--- config.mk ---
export PLATFORM = sky130hd
export DESIGN_NAME = vid_timebase
export DESIGN_NICKNAME = d
export VERILOG_FILES = /design/src/rtl/vtb_pkg.sv /design/src/rtl/vtb_edge_delay.sv /design/src/rtl/vtb_counter.sv /design/src/rtl/vid_timebase.sv
export SDC_FILE = /design/constraint.sdc
export NUM_CORES = 1
export LEC_CHECK = 0
export BUFFER_PORTS_ARGS = -buffer_cell sky130_fd_sc_hd__buf_2
export CORE_MARGIN = 10
export CORE_UTILIZATION = 40
export CTS_CLUSTER_DIAMETER = 30
export DETAILED_ROUTE_END_ITERATION = 7
export PLACE_DENSITY = 0.71
export SETUP_SLACK_MARGIN = 0.1
export SYNTH_ARGS = -nofsm -noshare
export SYNTH_HDL_FRONTEND = slang
export SYNTH_SLANG_ARGS = --single-unit
--- constraint.sdc ---
create_clock -name clk -period 2.9 [get_ports clk]
set_input_delay 0.29 -clock clk [delete_from_list [all_inputs] [get_ports clk]]
set_output_delay 0.29 -clock clk [all_outputs]
set_load 0.1 [all_outputs]
--- src/rtl/vtb_pkg.sv ---
package vtb_pkg;

    typedef enum logic {
        DLY_IDLE,
        DLY_WAIT
    } dly_state_e;

    typedef enum logic [1:0] {
        ROLE_HREF_IN,
        ROLE_BLANK_IN,
        ROLE_BLANK_OUT,
        ROLE_HSYNC_OUT
    } aux_role_e;

    function automatic int max2(input int a, input int b);
        return (a > b) ? a : b;
    endfunction

endpackage

--- src/rtl/vtb_edge_delay.sv ---
module vtb_edge_delay
    import vtb_pkg::*;
#(
    parameter int DLY_W = 10
) (
    input  logic             clk,
    input  logic             rst_n,
    input  logic             pin,
    input  logic             pol,
    input  logic [DLY_W-1:0] dly,
    output logic             evt
);

    logic             lvl_q, lvl_d, edge_hit;
    dly_state_e       state, state_n;
    logic [DLY_W-1:0] cnt, cnt_n;

    // level qualified by polarity, then edge detect
    always_ff @(posedge clk or negedge rst_n) begin
        if (!rst_n) begin
            lvl_q <= 1'b0;
            lvl_d <= 1'b0;
        end else begin
            lvl_q <= pin ^ pol;
            lvl_d <= lvl_q;
        end
    end

    assign edge_hit = lvl_q & ~lvl_d;

    always_ff @(posedge clk or negedge rst_n) begin
        if (!rst_n) begin
            state <= DLY_IDLE;
            cnt   <= '0;
        end else begin
            state <= state_n;
            cnt   <= cnt_n;
        end
    end

    always_comb begin
        state_n = state;
        cnt_n   = cnt;
        evt     = 1'b0;
        unique case (state)
            DLY_IDLE: begin
                if (edge_hit) begin
                    if (dly == '0) begin
                        evt = 1'b1;
                    end else begin
                        state_n = DLY_WAIT;
                        cnt_n   = dly;
                    end
                end
            end
            DLY_WAIT: begin
                if (edge_hit) begin
                    if (dly == '0) begin
                        evt     = 1'b1;
                        state_n = DLY_IDLE;
                    end else begin
                        cnt_n = dly;
                    end
                end else if (cnt == DLY_W'(1)) begin
                    evt     = 1'b1;
                    state_n = DLY_IDLE;
                end else begin
                    cnt_n = cnt - 1'b1;
                end
            end
            default: state_n = DLY_IDLE;
        endcase
    end


    wait_cnt_live_chk: assert property (@(posedge clk) disable iff (!rst_n)
        (state == DLY_WAIT) |-> (cnt != '0));


    unit_delay_chk: assert property (@(posedge clk) disable iff (!rst_n)
        (edge_hit && dly == DLY_W'(1)) |=> evt);

endmodule

--- src/rtl/vtb_counter.sv ---
module vtb_counter #(
    parameter int SW = 11,
    parameter int LW = 10
) (
    input  logic          clk,
    input  logic          rst_n,
    input  logic [SW-1:0] spl_m1,
    input  logic [LW-1:0] lines_m1,
    input  logic [LW-1:0] half,
    input  logic [1:0]    cf_m1,
    input  logic          init,
    input  logic          h_evt,
    input  logic          v_evt,
    output logic [SW-1:0] sample,
    output logic [LW-1:0] line,
    output logic [1:0]    cf
);

    logic          wrap;
    logic [SW-1:0] sample_n;
    logic [LW-1:0] line_n, line_adv;
    logic [1:0]    cf_n, cf_adv;

    always_comb begin
        wrap     = (sample >= spl_m1);
        sample_n = (h_evt || wrap) ? '0 : sample + 1'b1;
        line_adv = (line >= lines_m1) ? '0 : line + 1'b1;
        cf_adv   = (cf >= cf_m1) ? 2'd0 : cf + 2'd1;
        line_n   = line;
        cf_n     = cf;
        if (v_evt) begin
            if (init) begin
                line_n = '0;
                cf_n   = 2'd0;
            end else if (line >= half) begin
                line_n = '0;
                cf_n   = cf_adv;
            end else begin
                line_n = half;
            end
        end else if (h_evt || wrap) begin
            line_n = line_adv;
            if (line >= lines_m1) cf_n = cf_adv;
        end
    end

    always_ff @(posedge clk or negedge rst_n) begin
        if (!rst_n) begin
            sample <= '0;
            line   <= '0;
            cf     <= 2'd0;
        end else begin
            sample <= sample_n;
            line   <= line_n;
            cf     <= cf_n;
        end
    end


    sample_step_chk: assert property (@(posedge clk) disable iff (!rst_n)
        (!h_evt && sample < spl_m1) |=> (sample == $past(sample) + 1'b1));


    href_zero_chk: assert property (@(posedge clk) disable iff (!rst_n)
        h_evt |=> (sample == '0));


    init_phase_chk: assert property (@(posedge clk) disable iff (!rst_n)
        (v_evt && init) |=> (line == '0 && cf == 2'd0));


    line_hold_chk: assert property (@(posedge clk) disable iff (!rst_n)
        (!h_evt && !v_evt && sample < spl_m1) |=> $stable(line));

endmodule

--- src/rtl/vid_timebase.sv ---
module vid_timebase
    import vtb_pkg::*;
#(
    parameter int SPL_A    = 1716,
    parameter int LINES_A  = 525,
    parameter int SPL_B    = 1728,
    parameter int LINES_B  = 625,
    parameter int HBLANK_W = 276,
    parameter int HSYNC_W  = 126,
    parameter int VBLANK_L = 20,
    parameter int DLY_W    = 10,
    localparam int SW      = $clog2(max2(SPL_A, SPL_B)),
    localparam int LW      = $clog2(max2(LINES_A, LINES_B))
) (
    input  logic             clk,
    input  logic             rst_n,
    input  logic             cfg_master,
    input  logic             cfg_std625,
    input  logic             cfg_vref_pol,
    input  logic [DLY_W-1:0] cfg_vref_dly,
    input  logic             cfg_href_pol,
    input  logic [DLY_W-1:0] cfg_href_dly,
    input  logic             cfg_h_from_vref,
    input  logic             cfg_init_phase,
    input  logic             cfg_aux_drive,
    input  logic             cfg_aux_comp,
    input  logic             sync_v_in,
    output logic             sync_v_out,
    output logic             sync_v_oe,
    input  logic             sync_aux_in,
    output logic             sync_aux_out,
    output logic             sync_aux_oe,
    output logic [SW-1:0]    sample_cnt,
    output logic [LW-1:0]    line_cnt,
    output logic             field_odd,
    output logic [1:0]       cframe_phase,
    output logic             hblank,
    output logic             vblank,
    output logic             blank_out
);

    localparam int HALF_A = (LINES_A + 1) / 2;
    localparam int HALF_B = (LINES_B + 1) / 2;

    logic          v_raw, a_raw, v_evt, h_evt, ext_blank, hsync;
    logic [SW-1:0] spl_m1;
    logic [LW-1:0] lines_m1, half;
    logic [1:0]    cf_m1;
    aux_role_e     role;

    vtb_edge_delay #(.DLY_W(DLY_W)) u_vdly (
        .clk(clk), .rst_n(rst_n), .pin(sync_v_in), .pol(cfg_vref_pol),
        .dly(cfg_vref_dly), .evt(v_raw));

    vtb_edge_delay #(.DLY_W(DLY_W)) u_adly (
        .clk(clk), .rst_n(rst_n), .pin(sync_aux_in), .pol(cfg_href_pol),
        .dly(cfg_href_dly), .evt(a_raw));

    always_comb begin
        spl_m1   = cfg_std625 ? SW'(SPL_B - 1) : SW'(SPL_A - 1);
        lines_m1 = cfg_std625 ? LW'(LINES_B - 1) : LW'(LINES_A - 1);
        half     = cfg_std625 ? LW'(HALF_B) : LW'(HALF_A);
        cf_m1    = cfg_std625 ? 2'd3 : 2'd1;
    end

    always_comb begin
        if (!cfg_h_from_vref)
            role = cfg_master ? ROLE_HSYNC_OUT : ROLE_HREF_IN;
        else if (cfg_master || cfg_aux_drive)
            role = ROLE_BLANK_OUT;
        else
            role = ROLE_BLANK_IN;
    end

    assign v_evt = !cfg_master && v_raw;
    assign h_evt = (role == ROLE_HREF_IN) ? a_raw : (v_evt && cfg_h_from_vref);

    vtb_counter #(.SW(SW), .LW(LW)) u_cnt (
        .clk(clk), .rst_n(rst_n), .spl_m1(spl_m1), .lines_m1(lines_m1),
        .half(half), .cf_m1(cf_m1), .init(cfg_init_phase), .h_evt(h_evt),
        .v_evt(v_evt), .sample(sample_cnt), .line(line_cnt), .cf(cframe_phase));

    always_comb begin
        field_odd = (line_cnt < half);
        hblank    = (sample_cnt < SW'(HBLANK_W));
        hsync     = (sample_cnt < SW'(HSYNC_W));
        vblank    = (line_cnt < LW'(VBLANK_L)) ||
                    (line_cnt >= half && line_cnt < half + LW'(VBLANK_L));
        sync_v_oe  = cfg_master;
        sync_v_out = cfg_master && (line_cnt == '0 || line_cnt == half);
    end

    always_comb begin
        sync_aux_oe  = 1'b0;
        sync_aux_out = 1'b0;
        ext_blank    = 1'b0;
        unique case (role)
            ROLE_HREF_IN: ;
            ROLE_BLANK_IN:  ext_blank = sync_aux_in ^ cfg_href_pol;
            ROLE_BLANK_OUT: begin
                sync_aux_oe  = 1'b1;
                sync_aux_out = cfg_aux_comp ? (hblank | vblank) : hblank;
            end
            ROLE_HSYNC_OUT: begin
                sync_aux_oe  = 1'b1;
                sync_aux_out = hsync;
            end
            default: ;
        endcase
        blank_out = hblank | vblank | ext_blank;
    end


    master_ignore_chk: assert property (@(posedge clk) disable iff (!rst_n)
        (cfg_master && $stable(cfg_master) && sample_cnt < spl_m1) |=>
        (sample_cnt == $past(sample_cnt) + 1'b1));

endmodule

==> implementation parameters, run 1 <==
Parameter                              Value

Run status
  Result of the run ... finished clean

STA
  Worst setup slack after layout ... 0.148 ns
  Number of endpoints failing setup at the final stage ... 0
  Post-route fraction of the period consumed by the critical path ... 94.9%
  RSZ-0062 raised after global routing ... true
  Final-report max-slew violation count ... 0
  Post-route clock skew ... 0.00474 ns
  Number of hold violations in the final report ... 0
  Slew at the pin closest to its max-slew limit ... 0.592 ns
  Final critical path time including I/O delays and setup ... roughly 2.8 ns
  Worst slew margin relative to its limit ... 60.2%
  Fmax ... 363 MHz

Die
  Count of boundary I/O pins ... 63
  Initial cell density of the core ... 41.0%
  Die ar. ... roughly 12000 µm²
  Die outline height ... 111 µm
  Area inside the core boundary ... slightly above 8000 µm²
  Placement row count ... 33
  X dimension of the die ... 111 µm

Clock network
  Worst-skew pair later-pin latency ... roughly 0.31 ns
  Sink count of the clock tree ... 49
  Reg clk slew, reported paths ... 0.10 ns
  Htree depth ... 2
  Total CTS buffers ... 5
  Deepest clock path buffer count ... 2
  CTS tree ... done
  CTS Root Buffer Type ... clkbuf_8

Worst setup path
  List of cells traversed by the critical path ... ha_4, nand3_4, nor4_4, a21oi_4, o41ai_4, a311o_2, buf_12
  Critical Path Sink Type ... output port
  Largest incremental delay on the critical path ... 0.53 ns
  Required time at the endpoint of the critical path ... 2.61 ns
  Crit path buf inv count ... 1
  Kind of start point of the critical path ... flop
  Cell family with most CP delay ... compound AO/OA/AOI/OAI gates
  Crit path max fanout ... 8
  Standard cell with the maximum stage delay on the critical path ... dfrtp_4
  Crit path kind ... reg2out
  Signal arrival time at the worst endpoint ... 2.46 ns

Logic synthesis
  Number of different library cells in the post-synthesis netlist ... 70
  Total number of yosys warnings ... 0
  Leading post-synthesis cells by cell area ... dfrtp_1 (37%), ha_1 (7.5%), o21ai_0 (5.2%), nor2_1 (4.6%), a21oi_1 (3.7%)
  Post-synthesis async set-or-reset flop share ... between 90% and 100%
  Sequential share of the synthesized area ... 36.6%
  Synth Flop Type ... dfrtp_1
  Number of flops mapped to enable cells by yosys ... 0
  Post-synth top cells ... dfrtp_1 (49), nor2_1 (41), o21ai_0 (35)
  Post-synth top area share ... 36.6%
  Yosys reg bits ... 49
  Post-Synthesis Mean Instance Area ... about 9 µm²
  Leading cell type by number of instances after synthesis ... dfrtp_1
  Cell count after synthesis ... about 380
  Synthesized Nets ... 430
  Leading area contributor after synthesis ... dfrtp_1
  Post-synthesis instance area ... between 3000 and 4000 µm²

Place
  Count of port buffers added during placement ... 62
  Instance count after placement with tap cells included ... between 500 and 600
  Instance area after placement ... 4020 µm²
  Minimum setup slack after placement ... 0.182 ns
  Half-perimeter wire length after detailed placement ... roughly 7 mm
  Gpl congestion ... 0.917

Job
  Number of maximum-capacitance constraint violations ... 0

Detailed routing
  Via count ... approximately 3.2k
  DRT Wirelength ... 9.41 mm
  Routed via count divided by cell count ... 5.81
  DRC violations left ... 0
  Length of the first detailed-routing pass in iterations ... 5
  Residual antenna-violating net count after detailed routing ... 0
  Routed wire length per instance ... ~17 µm
  Iter 0 DRT Violations ... about 150

Worst hold path
  Worst Hold Class ... in2reg

Global route
  Gr ovfl total ... 0
  Number of global-route vias before repair ... approximately 3.2k
  Total routing usage reported by global routing ... 14.4%
  Number of antenna violations at the first check in global routing ... 0
  Wire length of the first global-routing pass ... 15.4 mm
  Maximum number of pins on one net before global-route repair ... 34

Final layout
  Non-filler cells, final ... 555
  Ratio of cells with drive above 1 in the final layout ... about 29%
  Final cell area excluding filler cells ... 4210 µm²
  Area added between synthesis and finish ... 25.8%
  Antenna Cells ... 0
  Net total in the final layout ... 501

Power
  Total power after layout ... 0.00342 W
  Total leakage power ... ~1.8 nW
  Maximum VDD drop ... 0.836 mV
  Cell area power density ... 812 nW/µm²
-- kinds of logic after synthesis --
kind of cell | synth area share [%]
simple gates | 24.2
compound gates | 24.1
flops | 36.6
buf+inv | 3.77
fa+ha+maj | 7.47
xor+xnor | 2.88
mux | 0.972
-- flip-flops by register name, indices dropped and copies added, names as in the netlist --
signal / flops
u_cnt.sample: 11
u_adly.cnt: 10
u_cnt.cf: 2
u_adly.lvl_d: 1
u_vdly.lvl_d: 1
u_vdly.lvl_q: 1
u_vdly.cnt: 10
u_cnt.line: 10
u_vdly.state: 1
u_adly.lvl_q: 1
u_adly.state: 1
-- what timing repair did --
item                                    4_1_cts  5_1_grt
hold buffers                                  1        0
pin swaps                                     3        2
hold endpoints to repair                     16        0
gates resized for setup                       2        1
setup buffers                                 0        4
endpoints found under the setup margin        3        6
-- worst paths after layout --
check                           slack, ns  cells after the start             to           from
worst max-delay path                 0.15                      7   sync_aux_out  u_cnt.line[3]
worst min-delay path                 0.14                      2   u_vdly.lvl_q      sync_v_in
worst max register to register       0.41                      8  u_cnt.line[2]  u_vdly.cnt[1]
worst min register to register       0.41                      0   u_vdly.lvl_d   u_vdly.lvl_q
max in group asynchronous            1.69                      3   u_adly.lvl_q          rst_n
min in group asynchronous            0.43                      2  u_vdly.cnt[0]          rst_n
-- placed cells by master, fill, tap and decap left out, types with 5 or more instances in the layout --
master and n:
a21oi_1 23, a22o_1 5, and3_1 9, buf_2 59
buf_4 14, clkbuf_8 5, dfrtp_1 39, dfrtp_4 7
ha_1 15, ha_4 5, inv_1 13, nand2_1 19
nand3_1 13, nor2_1 41, nor3_1 13, nor4_1 7
o21ai_0 35, o2bb2ai_1 5, o31ai_1 5, xor2_1 7
-- per-stage QoR --
| step | TNS [ns] | hold WS, ns | utilization, % |
|---|---|---|---|
| after global placement | 0 | 0.238 | 49.1 |
| after detailed placement | 0 | 0.237 | 49.1 |
| final | 0 | 0.144 | 51.5 |
| after floorplan | -1.67 | -0.00559 | - |
| after CTS | 0 | 0.136 | 51.1 |
| after global routing | 0 | 0.136 | 51.5 |
-- power by group --
part           leakage [nW]  internal (W)  switching, W  total [W]
combinational          1.17      0.000510       0.00110    0.00161
sequential            0.581      0.000903      0.000314    0.00122
clock                0.0681      0.000343      0.000247   0.000590
total                  1.82       0.00176       0.00166    0.00342
-- layer usage --
metal  up-vias  part of all wire, %  global-route usage, %
li1       1565                    -                      -
met1      1566                   45                   18.2
met2        86                   48                   24.3
met3         9                  6.1                   3.17
met4         0                  1.0                   3.34
met5         -                    0                      0
-- area by class of cell --
type                       count  area, µm²
sequential                    49       1260
clock inverter                 3       65.1
multi-input combinational    302       2160
inverter                      14       55.1
timing repair buffer          77        470
clock buffer                   5       68.8
tap                          105        131
fill                         769       3960
Power figures use the tool's default switching activity.
==> run 2: changes to the inputs <==
--- a/config.mk
+++ b/config.mk
@@ -11,7 +11,7 @@
 export CTS_CLUSTER_DIAMETER = 30
 export DETAILED_ROUTE_END_ITERATION = 7
 export PLACE_DENSITY = 0.71
-export SETUP_SLACK_MARGIN = 0.1
+export SETUP_SLACK_MARGIN = 0.15
 export SYNTH_ARGS = -nofsm -noshare
 export SYNTH_HDL_FRONTEND = slang
 export SYNTH_SLANG_ARGS = --single-unit
==> run 2 against run 1 <==
Core utilization increased by 0.092 points. Worst setup slack improved by 0.0059 ns. Clock power about the same. Via count about the same. Non-clock buffer count increased by 1. Cell area increased by 0.18%. Clock skew about the same. Highest routed layer unchanged.
==> implementation parameters, run 2 (synthesized netlist as in run 1, its figures left out) <==
Parameter                              Value

Die
  Count of boundary I/O pins ... 63
  X dimension of the die ... 111 µm
  Area inside the core boundary ... 8180 µm²
  Die outline height ... between 100 and 150 µm
  Die ar. ... 12400 µm²
  Initial cell density of the core ... approximately two fifths
  Placement row count ... 33

Final layout
  Ratio of cells with drive above 1 in the final layout ... 28.8%
  Leading cell type in the layout, fill and taps excluded ... buf_2
  Net total in the final layout ... roughly 500
  Utilization after layout ... 51.6%
  Flip-flop count of the largest register, all copies and words added ... 11
  Non-filler cells, final ... approximately 560
  Area added between synthesis and finish ... 26.0%
  Antenna Cells ... 0
  Most used cells in the layout excluding fill and tap cells ... buf_2 (59), nor2_1 (41), dfrtp_1 (39)
  Largest register by flop count ... u_cnt.sample
  Fill cell count ... 767

Place
  Half-perimeter wire length after detailed placement ... 7.19 mm
  Gpl congestion ... 0.917
  Count of port buffers added during placement ... 62
  Minimum setup slack after placement ... 0.182 ns
  Instance count after placement with tap cells included ... 542

Detailed routing
  DRC violations left ... 0
  DRT Wirelength ... 9.43 mm
  Residual antenna-violating net count after detailed routing ... 0
  Length of the first detailed-routing pass in iterations ... 5
  Via count ... 3225
  Routed via count divided by cell count ... 5.80
  Iter 0 DRT Violations ... 145
  Routed wire length per instance ... around 17 µm

Clock network
  Htree depth ... 2
  Deepest clock path buffer count ... 2
  Worst-skew pair later-pin latency ... 0.31 ns
  CTS tree ... done
  CTS Root Buffer Type ... clkbuf_8
  Total CTS buffers ... 5
  Reg clk slew, reported paths ... 0.10 ns
  Sink count of the clock tree ... between 40 and 50

Worst setup path
  Depth of the most critical reg-to-reg path ... 8
  Launching element of the worst setup path ... u_cnt.line[3]
  R2R Path End ... u_cnt.line[2]
  Signal arrival time at the worst endpoint ... 2.46 ns
  Critical path destination ... sync_aux_out
  Reg2Reg Launch Point ... u_vdly.cnt[1]
  Critical Path Sink Type ... output port
  Crit path max fanout ... 8
  Kind of start point of the critical path ... flop
  Required time at the endpoint of the critical path ... between 2 and 3 ns
  Crit path kind ... reg2out
  Register-to-register setup slack ... ~0.41 ns

Power
  Maximum VDD drop ... around 0.84 mV
  Total leakage power ... 1.82 nW
  Cell area power density ... about 810 nW/µm²
  Total power after layout ... 0.00343 W

Run status
  Result of the run ... finished clean

Global route
  Gr ovfl total ... 0
  Number of global-route vias before repair ... ~3.2k
  Wire length of the first global-routing pass ... 15.4 mm
  Maximum number of pins on one net before global-route repair ... 34
  Total routing usage reported by global routing ... 14.4%
  Number of antenna violations at the first check in global routing ... 0

STA
  Final-report max-slew violation count ... 0
  Number of hold violations in the final report ... 0
  Slew at the pin closest to its max-slew limit ... 0.592 ns
  Final critical path time including I/O delays and setup ... 2.75 ns
  Worst slew margin relative to its limit ... around three fifths
  Worst setup slack after layout ... roughly 0.15 ns
  Hold slack final ... about 0.14 ns
  Post-route fraction of the period consumed by the critical path ... approximately 95%
  Number of endpoints failing setup at the final stage ... 0
  RSZ-0062 raised after global routing ... true
  Fmax ... about 360 MHz
  Post-route clock skew ... 0.00492 ns

Worst hold path
  Worst Hold Class ... in2reg

Job
  Number of maximum-capacitance constraint violations ... 0
## run 2: where the power goes
part           internal [W]  switching (W)  total (W)
sequential         0.000903       0.000311    0.00121
clock              0.000343       0.000248   0.000591
combinational      0.000517        0.00111    0.00162
## run 2: worst min path at each step
stage                          from             to  slack (ns)  depth (start not counted)
after global placement        rst_n  u_vdly.cnt[2]        0.24                          1
after floorplan               rst_n  u_adly.cnt[0]      -0.006                          0
final                     sync_v_in   u_vdly.lvl_q        0.14                          2
after detailed placement      rst_n  u_vdly.cnt[2]        0.24                          1
after global routing      sync_v_in   u_vdly.lvl_q        0.14                          2
after CTS                 sync_v_in   u_vdly.lvl_q        0.14                          2
## run 2: layout make-up
class                      instances  area (µm²)  area share [%]
clock inverter                     3        65.1            1.54
timing repair buffer              78         478            11.3
sequential                        49        1260            29.8
clock buffer                       5        68.8            1.63
multi-input combinational        302        2160            51.3
inverter                          14        55.1            1.30
tap                              105         131            3.11
## run 2: metrics by stage
step / area [µm²] / TNS (ns)
final: 4220 / 0
after global routing: 4220 / 0
after CTS: 4180 / 0
after detailed placement: 4020 / 0
after global placement: 4020 / 0
after floorplan: 3530 / -1.67
## run 2: per-layer routing
metal	GRT usage (%)	wire length, µm
met5	0	0
met3	3.17	578
met2	24.3	4530
met4	3.60	106
met1	18.2	4210
## run 2: worst max-delay path: stages, from the launching register on
cell and delay [ns]:
dfrtp_4 0.53, ha_4 0.31, nand3_4 0.09, nor4_4 0.32, a21oi_4 0.09, o41ai_4 0.37, a311o_2 0.27, buf_12 0.17
## run 2: what timing repair did
action	CTS	global route
hold buffers	1	0
hold endpoints to repair	16	0
endpoints found under the setup margin	3	6
pin swaps	4	2
setup buffers	1	4
resized for setup	2	1
==> run 3: changes to the inputs <==
--- a/config.mk
+++ b/config.mk
@@ -5,12 +5,12 @@
 export SDC_FILE = /design/constraint.sdc
 export NUM_CORES = 1
 export LEC_CHECK = 0
-export BUFFER_PORTS_ARGS = -buffer_cell sky130_fd_sc_hd__buf_2
 export CORE_MARGIN = 10
 export CORE_UTILIZATION = 40
 export CTS_CLUSTER_DIAMETER = 30
 export DETAILED_ROUTE_END_ITERATION = 7
-export PLACE_DENSITY = 0.71
+export DONT_BUFFER_PORTS = 1
+export PLACE_DENSITY = 0.64
 export SETUP_SLACK_MARGIN = 0.15
 export SYNTH_ARGS = -nofsm -noshare
 export SYNTH_HDL_FRONTEND = slang
==> run 3 against run 2 <==
Combinational power is 5% higher. Clock skew is 0.00051 ns higher. Critical path depth unchanged. Register-to-register slack worse by 0.04 ns. Critical path type unchanged. First-iteration DRC count decreased by 4.1%. Worst setup slack got worse by 0.011 ns. Final cell count shrank 5.2%. Core utilization is 0.73 points lower. Flip-flop and latch count unchanged. Highest routed layer unchanged.
==> implementation parameters, run 3 (synthesized netlist as in run 1, its figures left out) <==
Parameter                              Value

Global route
  Total routing usage reported by global routing ... around 14%
  Wire length of the first global-routing pass ... 15.3 mm
  Maximum number of pins on one net before global-route repair ... 50
  Number of global-route vias before repair ... 3044
  Number of antenna violations at the first check in global routing ... 0
  Gr ovfl total ... 0

Die
  Placement row count ... 33
  Die outline height ... 111 µm
  Area inside the core boundary ... 8180 µm²
  Count of boundary I/O pins ... 63
  Die ar. ... ~12000 µm²
  Initial cell density of the core ... between 40% and 50%
  X dimension of the die ... between 100 and 150 µm

Final layout
  Fill cell count ... about 770
  Most used cells in the layout excluding fill and tap cells ... buf_4 (44), nor2_1 (41), dfrtp_1 (39)
  Area added between synthesis and finish ... 24.2%
  Flip-flop and latch area ... about 1300 µm²
  Antenna Cells ... 0
  Area of combinational cells with multiple inputs ... approximately 2200 µm²
  Net total in the final layout ... roughly 470
  Ratio of cells with drive above 1 in the final layout ... 23.7%
  Flip-flop count of the largest register, all copies and words added ... 11
  Largest register by flop count ... u_cnt.sample
  Leading cell type in the layout, fill and taps excluded ... buf_4

Clock network
  Htree depth ... 2
  Deepest clock path buffer count ... 2
  CTS Root Buffer Type ... clkbuf_8
  Worst-skew pair later-pin latency ... 0.30 ns
  Reg clk slew, reported paths ... around 0.1 ns
  Sink count of the clock tree ... 49
  CTS tree ... done
  Total CTS buffers ... 5

STA
  Worst slew margin relative to its limit ... a little over two fifths
  Final-report max-slew violation count ... 0
  Post-route fraction of the period consumed by the critical path ... 95.1%
  Number of endpoints failing setup at the final stage ... 0
  Fmax ... between 300 and 400 MHz
  Total negative slack for setup checks ... 0 ns
  RSZ-0062 raised after global routing ... true
  Slew at the pin closest to its max-slew limit ... about 0.86 ns
  Post-route clock skew ... 0.00543 ns
  Number of hold violations in the final report ... 0
  Worst setup slack after layout ... 0.143 ns
  Final critical path time including I/O delays and setup ... 2.76 ns

Detailed routing
  Iter 0 DRT Violations ... 139
  Via count ... 3157
  DRC violations left ... 0
  Routed wire length per instance ... 17.8 µm
  Routed via count divided by cell count ... 5.99
  Residual antenna-violating net count after detailed routing ... 0
  DRT Wirelength ... 9.39 mm
  Length of the first detailed-routing pass in iterations ... 4

Job
  Number of maximum-capacitance constraint violations ... 0

Worst setup path
  Crit path max fanout ... 6
  Required time at the endpoint of the critical path ... approximately 2.6 ns
  Crit path kind ... reg2out
  Kind of start point of the critical path ... flop
  Signal arrival time at the worst endpoint ... 2.47 ns
  Critical Path Sink Type ... output port

Worst hold path
  Worst Hold Class ... in2reg

Run status
  Result of the run ... finished clean

Place
  Gpl congestion ... 0.864
  Minimum setup slack after placement ... 0.236 ns
  Half-perimeter wire length after detailed placement ... approximately 6.9 mm
  Count of port buffers added during placement ... 0

Power
  Cell area power density ... 810 nW/µm²
  Total leakage power ... 1.74 nW
  Maximum VDD drop ... 0.730 mV
run 3: changes by cell type in the layout (fill, tap and decap cells not counted), sizes merged:
cell,change
buf,-29
bufinv,-1
clkbuf,+1
run 3: layout make-up:
cell class,count,share of cell area (%)
tap,105,3.16
clock inverter,2,0.933
timing repair buffer,49,10.5
clock buffer,6,1.74
multi-input combinational,302,52.2
inverter,14,1.32
sequential,49,30.2
run 3: per-layer routing:
metal | GRT usage [%] | up-vias | share of wire, %
met3 | 5.05 | 8 | 8.5
li1 | - | 1516 | -
met5 | 0 | - | 0
met2 | 22.2 | 110 | 46
met1 | 18.5 | 1523 | 45
met4 | 2.91 | 0 | 0.93
run 3: through the flow:
stage	power [W]	util, %	cells	hold WS (ns)	area, µm²
after global routing	0.00359	50.9	527	0.0504	4160
after CTS	0.00335	49.5	514	0.0480	4050
after detailed placement	0.00281	47.5	503	-0.00386	3880
after floorplan	0.00243	-	378	-0.00559	3530
after global placement	0.00277	47.5	503	-0.00374	3880
final	0.00337	50.9	527	0.0526	4160
run 3: final timing paths:
| check | slack [ns] | cells past startpoint | end | from |
|---|---|---|---|---|
| setup reg to reg | 0.37 | 8 | u_cnt.cf[1] | u_cnt.line[3] |
| setup / recovery | 0.14 | 7 | sync_aux_out | u_cnt.line[3] |
| hold reg to reg | 0.41 | 0 | u_vdly.lvl_d | u_vdly.lvl_q |
| min in group asynchronous | 0.49 | 2 | u_adly.cnt[7] | rst_n |
| max in group asynchronous | 2.14 | 2 | u_cnt.line[5] | rst_n |
| hold / removal | 0.05 | 1 | u_vdly.lvl_q | sync_v_in |
run 3: repair_timing:
action                                  in CTS  in global routing
hold endpoints to repair                    49                  0
buffers inserted                             1                 13
hold buffers                                 2                  0
pin swaps                                    5                 10
resized for setup                            2                  2
endpoints found under the setup margin       3                  5
run 3: critical path: stages, from the launching register on:
cell and delay (ns):
dfrtp_4 0.53, ha_4 0.30, nand3_4 0.09, nor4_4 0.33
a21oi_4 0.07, o41ai_4 0.41, a311o_2 0.26, buf_12 0.17
run 3: report_power, final:
group	internal [W]	switching, W
clock network	0.000260	0.000254
registers	0.000903	0.000252
logic	0.000554	0.00114
